`src/rtl/dac_sync_latch.sv`:
```
module dac_sync_latch #(
  parameter int NCH = 4,
  parameter int DW  = 12,
  localparam int AW = (NCH > 1) ? $clog2(NCH) : 1
) (
  input  logic              clk,
  input  logic              rst_n,
  input  logic              wr_en,
  input  logic [AW-1:0]     wr_addr,
  input  logic [DW-1:0]     wr_data,
  input  logic [NCH-1:0]    sync_mode,
  input  logic              load_req,
  output logic              load_flag,
  output logic [NCH-1:0]    pending,
  output logic [NCH*DW-1:0] dac_codes
);

  logic ld_q;
  logic [NCH-1:0] pend_q;

  always_ff @(posedge clk) begin
    if (!rst_n) ld_q <= 1'b0;
    else        ld_q <= load_req;
  end

  for (genvar i = 0; i < NCH; i++) begin : g_ch
    logic [DW-1:0] data_q;
    logic [DW-1:0] latch_q;
    wire hit = wr_en && (wr_addr == AW'(i));

    always_ff @(posedge clk) begin
      if (!rst_n) begin
        data_q    <= '0;
        latch_q   <= '0;
        pend_q[i] <= 1'b0;
      end else begin
        if (hit) data_q <= wr_data;
        if (hit && !sync_mode[i])        latch_q <= wr_data;
        else if (ld_q && pend_q[i])      latch_q <= data_q;
        if (hit)       pend_q[i] <= sync_mode[i];
        else if (ld_q) pend_q[i] <= 1'b0;
      end
    end

    assign dac_codes[i*DW +: DW] = latch_q;
  end

  assign load_flag = ld_q;
  assign pending   = pend_q;

endmodule


```
`config.mk`:
```
export PLATFORM = sky130hd
export DESIGN_NAME = dac_sync_latch
export DESIGN_NICKNAME = d
export VERILOG_FILES = /design/src/rtl/dac_sync_latch.sv
export SDC_FILE = /design/constraint.sdc
export NUM_CORES = 1
export LEC_CHECK = 0
export BUFFER_PORTS_ARGS = -buffer_cell sky130_fd_sc_hd__clkbuf_2
export CORE_ASPECT_RATIO = 1.5
export CORE_UTILIZATION = 31
export CTS_BUF_LIST = sky130_fd_sc_hd__clkbuf_8 sky130_fd_sc_hd__clkbuf_16
export DETAILED_ROUTE_END_ITERATION = 8
export HOLD_SLACK_MARGIN = 0.1
export PLACE_DENSITY_LB_ADDON = 0.15
export SLEW_MARGIN = 15
export SYNTH_ARGS = -nofsm -noshare
export SYNTH_HDL_FRONTEND = slang
export SYNTH_SLANG_ARGS = --single-unit
export TNS_END_PERCENT = 5
```
`constraint.sdc`:
```
create_clock -name clk -period 1.41 [get_ports clk]
set_input_delay 0.282 -clock clk [delete_from_list [all_inputs] [get_ports clk]]
set_output_delay 0.282 -clock clk [all_outputs]
set_load 0.05 [all_outputs]
```
==> results of run 1 <==
cells in the final DEF, fill, tap and decap left out, drive strengths merged:
cell and instances:
mux2i 48, a21oi 48, nand2 100, clkinv 1
nand3 1, nand3b 2, buf 23, and2 1
and3b 2, nor3b 1, inv 6, clkbuf 86
or3b 1, a21boi 48, nand4bb 2, dfxtp 101
nand4b 1, or4b 1, and3 5, o21ai 52
layer usage:
layer / track usage / share of wire / vias up
li1: - / - / 1701
met1: 0.1960 / 0.45 / 1519
met3: 0.02457 / 0.030 / 11
met4: 0.06127 / 0.016 / 0
met2: 0.2707 / 0.51 / 49
met5: 0 / 0 / -
area by class of cell:
type	count	area [um^2]
Timing Repair Buffer	97	668.1
Multi-Input combinational cell	313	1858
Sequential cell	101	2024
Clock buffer	12	266.5
Fill cell	1300	7597
Inverter	4	15.01
Clock inverter	3	12.51
Tap cell	156	195.2
synth_stat cells (4+ instances only):
master,instances,area share
dfxtp_1,101,0.50
nand2_1,100,0.092
a21oi_1,48,0.059
mux2i_1,48,0.12
a21boi_0,46,0.085
o21ai_0,45,0.055
clkbuf_1,18,0.017
buf_2,15,0.018
o21ai_1,6,0.0074
and3_1,5,0.0077
inv_1,4,0.0037
report_power, final:
part	switching, mW	internal [mW]	total (mW)
logic	0.475	0.223	0.698
registers	0.0585	2.96	3.01
clock network	1.00	1.32	2.32
total	1.53	4.50	6.03
flip-flops by register name, summed over array words and instances (netlist names):
register / count
pending: 4
g_ch.latch_q: 48
g_ch.data_q: 48
load_flag: 1
through the flow:
stage	cells	worst slack, ns
2_1_floorplan	453	-0.01384
3_3_place_gp	671	-0.03153
3_5_place_dp	671	-0.05828
4_1_cts	686	0.03033
5_1_grt	686	0.007396
6_report	686	0.04180
cell families after synthesis:
logic type,Yosys count,synth area share
buffers and inverters,39,0.04437
flip-flops,101,0.4980
AO/OA/AOI/OAI,148,0.2129
AND/OR/NAND/NOR,117,0.1263
multiplexers,48,0.1183
path summary, 6_finish.rpt:
path | startpoint | end | slack [ns] | depth (start not counted)
setup / recovery | load_flag | load_flag | 0.04 | 1
hold / removal | load_req | load_flag | 0.15 | 2
setup reg to reg | load_flag | g_ch[1].latch_q[1] | 0.28 | 4
hold reg to reg | g_ch[3].data_q[5] | g_ch[3].data_q[5] | 0.46 | 2
==> results.toml, run 1 <==
[status]
outcome = "finished, final reports clean"

[worst_setup_path]
worstPathMaxFanout = 9
start_kind = "flop"
critPathRequiredTime_ns = 1.13
critPathMaxStageDelay_ns = 0.43
end_kind = "primary output"
critPathKind = "reg2out"
slowest_stage = "dfxtp_2"
arrival_ns = 1.09
path_buf_inv = 1
critical-path-top-delay-family = "flip-flops"
crit_chain = "clkbuf_2"

[global_route]
grt_max_degree = 102
grt_pass1_vias = 2976
grt_pass1_wl_mm = 15.91
track_usage = 0.1582
antenna_found_initial = 0
overflow = 0

[layout]
drive_gt1_frac = 0.2151
post-route-cell-area_um2 = 5040
area_growth_pct = 24.13
fin_nets = 548
final_util = 0.3988
antenna_cells = 0

[logic_synthesis]
syn_avg_cell_area_um2 = 8.963
syn_nets = 475
synth_cell_types = 23
synth_area_um2 = 4060
ys_ff_latch = 101
synth_ff_type = "dfxtp_1"
synth-seq-area-share = 0.4980
yosys_warnings = 0
syn_inst = 453
synthArstFlopShare = 0
synth_edf_count = 0

[clocking]
cts_tree = "built"
cts_root_buf = "clkbuf_16"
clock_latency_ns = 0.34
cts-buffers-inserted = 9
ctsHoldBuffers = 0
htreeDepth = 3
cts.clk_slew.worst_paths_ns = 0.06
clock_sinks = 101
post-cts-setup-buffer-count = 0
cts_buffer_depth = 2
cts_resized = 0

[placement]
placed_cell_area_um2 = 4761
portBuffers = 74
place.gp.congestion = 0.6910
dp_hpwl_mm = 6.787

[timing]
period_share = 0.9704
hold_violations = 0
hold_slack_ns = 0.1515
clock-skew-final_ns = 0.004394
setup_viol = 0
rsz0062_at_grt = "no"
max_freq_ghz = 0.7309
slew_headroom = 0.7509
max_slew.worst_pin.slew_ns = 0.3737
fin_tns_setup_ns = 0
fin_crit_ns = 1.368
drv_slew = 0

[run]
drv_cap = 0

[pwr]
power.density_nw_per_um2 = 1196
finalPower_mw = 6.030
p_leak_nw = 2.281
irDropWorstVdd_mv = 0.4954

[die]
core_um2 = 12640
top_level_ports = 75
num_rows = 50
start_util = 0.3213
die_h_um = 142.2
dieArea_um2 = 13570
die_w_um = 95.44

[route]
dr.pass1.iters = 4
via_per_inst = 4.781
dr_total_vias = 3280
wl_mm = 10.42
initialDrtViolationCount = 101
remaining_drc_errors = 0
routedWlPerCell_um = 15.19
drtAntennaViolNets = 0

[worst_hold_path]
min_path_type = "in2reg"
Note: power is estimated with default switching activity, not from simulation.
==> run 2, diff against run 1 <==
--- a/config.mk
+++ b/config.mk
@@ -5,6 +5,7 @@
 export SDC_FILE = /design/constraint.sdc
 export NUM_CORES = 1
 export LEC_CHECK = 0
+export ABC_AREA = 1
 export BUFFER_PORTS_ARGS = -buffer_cell sky130_fd_sc_hd__clkbuf_2
 export CORE_ASPECT_RATIO = 1.5
 export CORE_UTILIZATION = 31
==> results.toml, run 2 <==
[status]
outcome = "finished, final reports clean"

[worst_setup_path]
critPathMaxStageDelay_ns = 0.44
crit_chain = "clkbuf_2"
rrSetupSlack_ns = 0.14
critPathKind = "reg2out"
slowest_stage = "dfxtp_2"
crit_path_start = "load_flag"
timing.rr.end = "g_ch[1].latch_q[11]"
critical-path-top-delay-family = "flip-flops"
start_kind = "flop"
critPathRequiredTime_ns = 1.13
endpoint = "load_flag"
rr_worst_depth = 7
r2r_start = "load_flag"
crit_cells = 1
arrival_ns = 1.09
worstPathMaxFanout = 6
path_buf_inv = 1
end_kind = "primary output"

[layout]
final_common_cell = "nand2_1"
final_cells = 973
layout_common_cells = "128 x nand2_1, 126 x nor2_1, 101 x inv_1, 99 x dfxtp_1, 74 x clkbuf_2"
multiInputGateArea_um2 = 1994
fillers = 1610
antenna_cells = 0
seq_area_um2 = 2024
drive_gt1_frac = 0.1725
fin_nets = 796
area_growth_pct = 21.83
post-route-cell-area_um2 = 5628

[logic_synthesis]
yosysMostFrequentCell = "nand2_1"
synth_ff_type = "dfxtp_1"
syn_nets = 720
synth_common_cells = "129 x nand2_1, 126 x nor2_1, 101 x dfxtp_1, 100 x inv_1, 72 x a21oi_1"
synth_edf_count = 0
synth_area_um2 = 4619
syn_avg_cell_area_um2 = 6.618
synthTopCellsByArea = "dfxtp_1 44%, nand2_1 10%, nor2_1 10%"
ys_ff_latch = 101
synth_area_leader_cell = "dfxtp_1"
syn_inst = 698
synth_cell_types = 17
synth-seq-area-share = 0.4377
synth_top_area_frac = 0.4377
yosys_warnings = 0
synthArstFlopShare = 0

[die]
num_rows = 54
start_util = 0.3180
core_um2 = 14530
die_w_um = 101.7
dieArea_um2 = 15400
top_level_ports = 75
die_h_um = 151.5

[route]
dr_total_vias = 4516
wl_mm = 13.06
routedWlPerCell_um = 13.42
drtAntennaViolNets = 0
initialDrtViolationCount = 135
remaining_drc_errors = 0
dr.pass1.iters = 4
via_per_inst = 4.641

[timing]
max_freq_ghz = 0.7278
period_share = 0.9745
fin_crit_ns = 1.374
clock-skew-final_ns = 0.005738
drv_slew = 0
hold_slack_ns = 0.1227
rsz0062_at_grt = "no"
max_slew.worst_pin.slew_ns = 0.3491
fin_ws_ns = 0.03598
slew_headroom = 0.7673
hold_violations = 0
fin_tns_setup_ns = 0
setup_viol = 0

[clocking]
cts_buffer_depth = 2
cts-buffers-inserted = 9
clock_sinks = 101
cts.clk_slew.worst_paths_ns = 0.06
htreeDepth = 3
clock_latency_ns = 0.34
cts_tree = "built"
ctsHoldBuffers = 0
cts_root_buf = "clkbuf_16"

[placement]
place.gp.congestion = 0.8046
dpl.cell_count = 959
portBuffers = 74
dp_hpwl_mm = 9.464
place_ws_ns = -0.008003
placed_cell_area_um2 = 5344

[pwr]
power.density_nw_per_um2 = 1095
irDropWorstVdd_mv = 0.4655
p_leak_nw = 2.488

[worst_hold_path]
min_path_type = "in2reg"

[global_route]
grt_max_degree = 44
track_usage = 0.1783
grt_pass1_wl_mm = 21.05
antenna_found_initial = 0
overflow = 0
grt_pass1_vias = 4213

[run]
drv_cap = 0
-- run 2: how the worst min path moves through the flow --
stage / startpoint / end / slack, ns / cells past startpoint
after floorplan: load_req / load_flag / 0.38 / 2
after global placement: g_ch[1].data_q[10] / g_ch[1].data_q[10] / 0.44 / 2
after detailed placement: g_ch[1].data_q[10] / g_ch[1].data_q[10] / 0.44 / 2
after CTS: load_req / load_flag / 0.11 / 3
after global routing: load_req / load_flag / 0.12 / 3
final: load_req / load_flag / 0.12 / 3
-- run 2: cells by family (layout without fill, tap and decap cells) --
logic type | Yosys count | in the layout | synth area share
and+or+nand+nor | 339 | 339 | 0.3099
AOI/OAI and AO/OA | 112 | 112 | 0.1213
DFF | 101 | 101 | 0.4377
buffers and inverters | 146 | 225 | 0.1311
-- run 2: cell type report --
type	count	area share
Multi-Input combinational cell	451	0.3544
Clock buffer	10	0.04246
Timing Repair Buffer	110	0.1249
Clock inverter	4	0.007559
Inverter	101	0.06736
Sequential cell	101	0.3597
Tap cell	196	0.04357
-- run 2: report_power, final --
part / leakage, nW / internal [mW] / total (mW) / switching [mW]
clock: 0.147 / 1.39 / 2.40 / 1.01
combinational: 1.52 / 0.214 / 0.748 / 0.535
sequential: 0.823 / 2.96 / 3.01 / 0.0500
-- run 2: what timing repair did --
action	in CTS	in global routing
endpoints found under the setup margin	0	5
resized for setup	0	2
setup buffers	0	0
-- run 2: through the flow --
stage	total power, mW	util
finish	6.163	0.3874
global route	6.448	0.3874
CTS	6.263	0.3873
detailed placement	3.830	0.3679
global placement	3.821	0.3679
floorplan	3.556	-
-- run 2: routing by layer --
metal | global-route usage | wire length, um | up-vias
met3 | 0.02982 | 600 | 31
met5 | 0 | 0 | -
met2 | 0.2838 | 6116 | 114
li1 | - | - | 2326
met4 | 0.1094 | 655 | 0
met1 | 0.2231 | 5684 | 2045
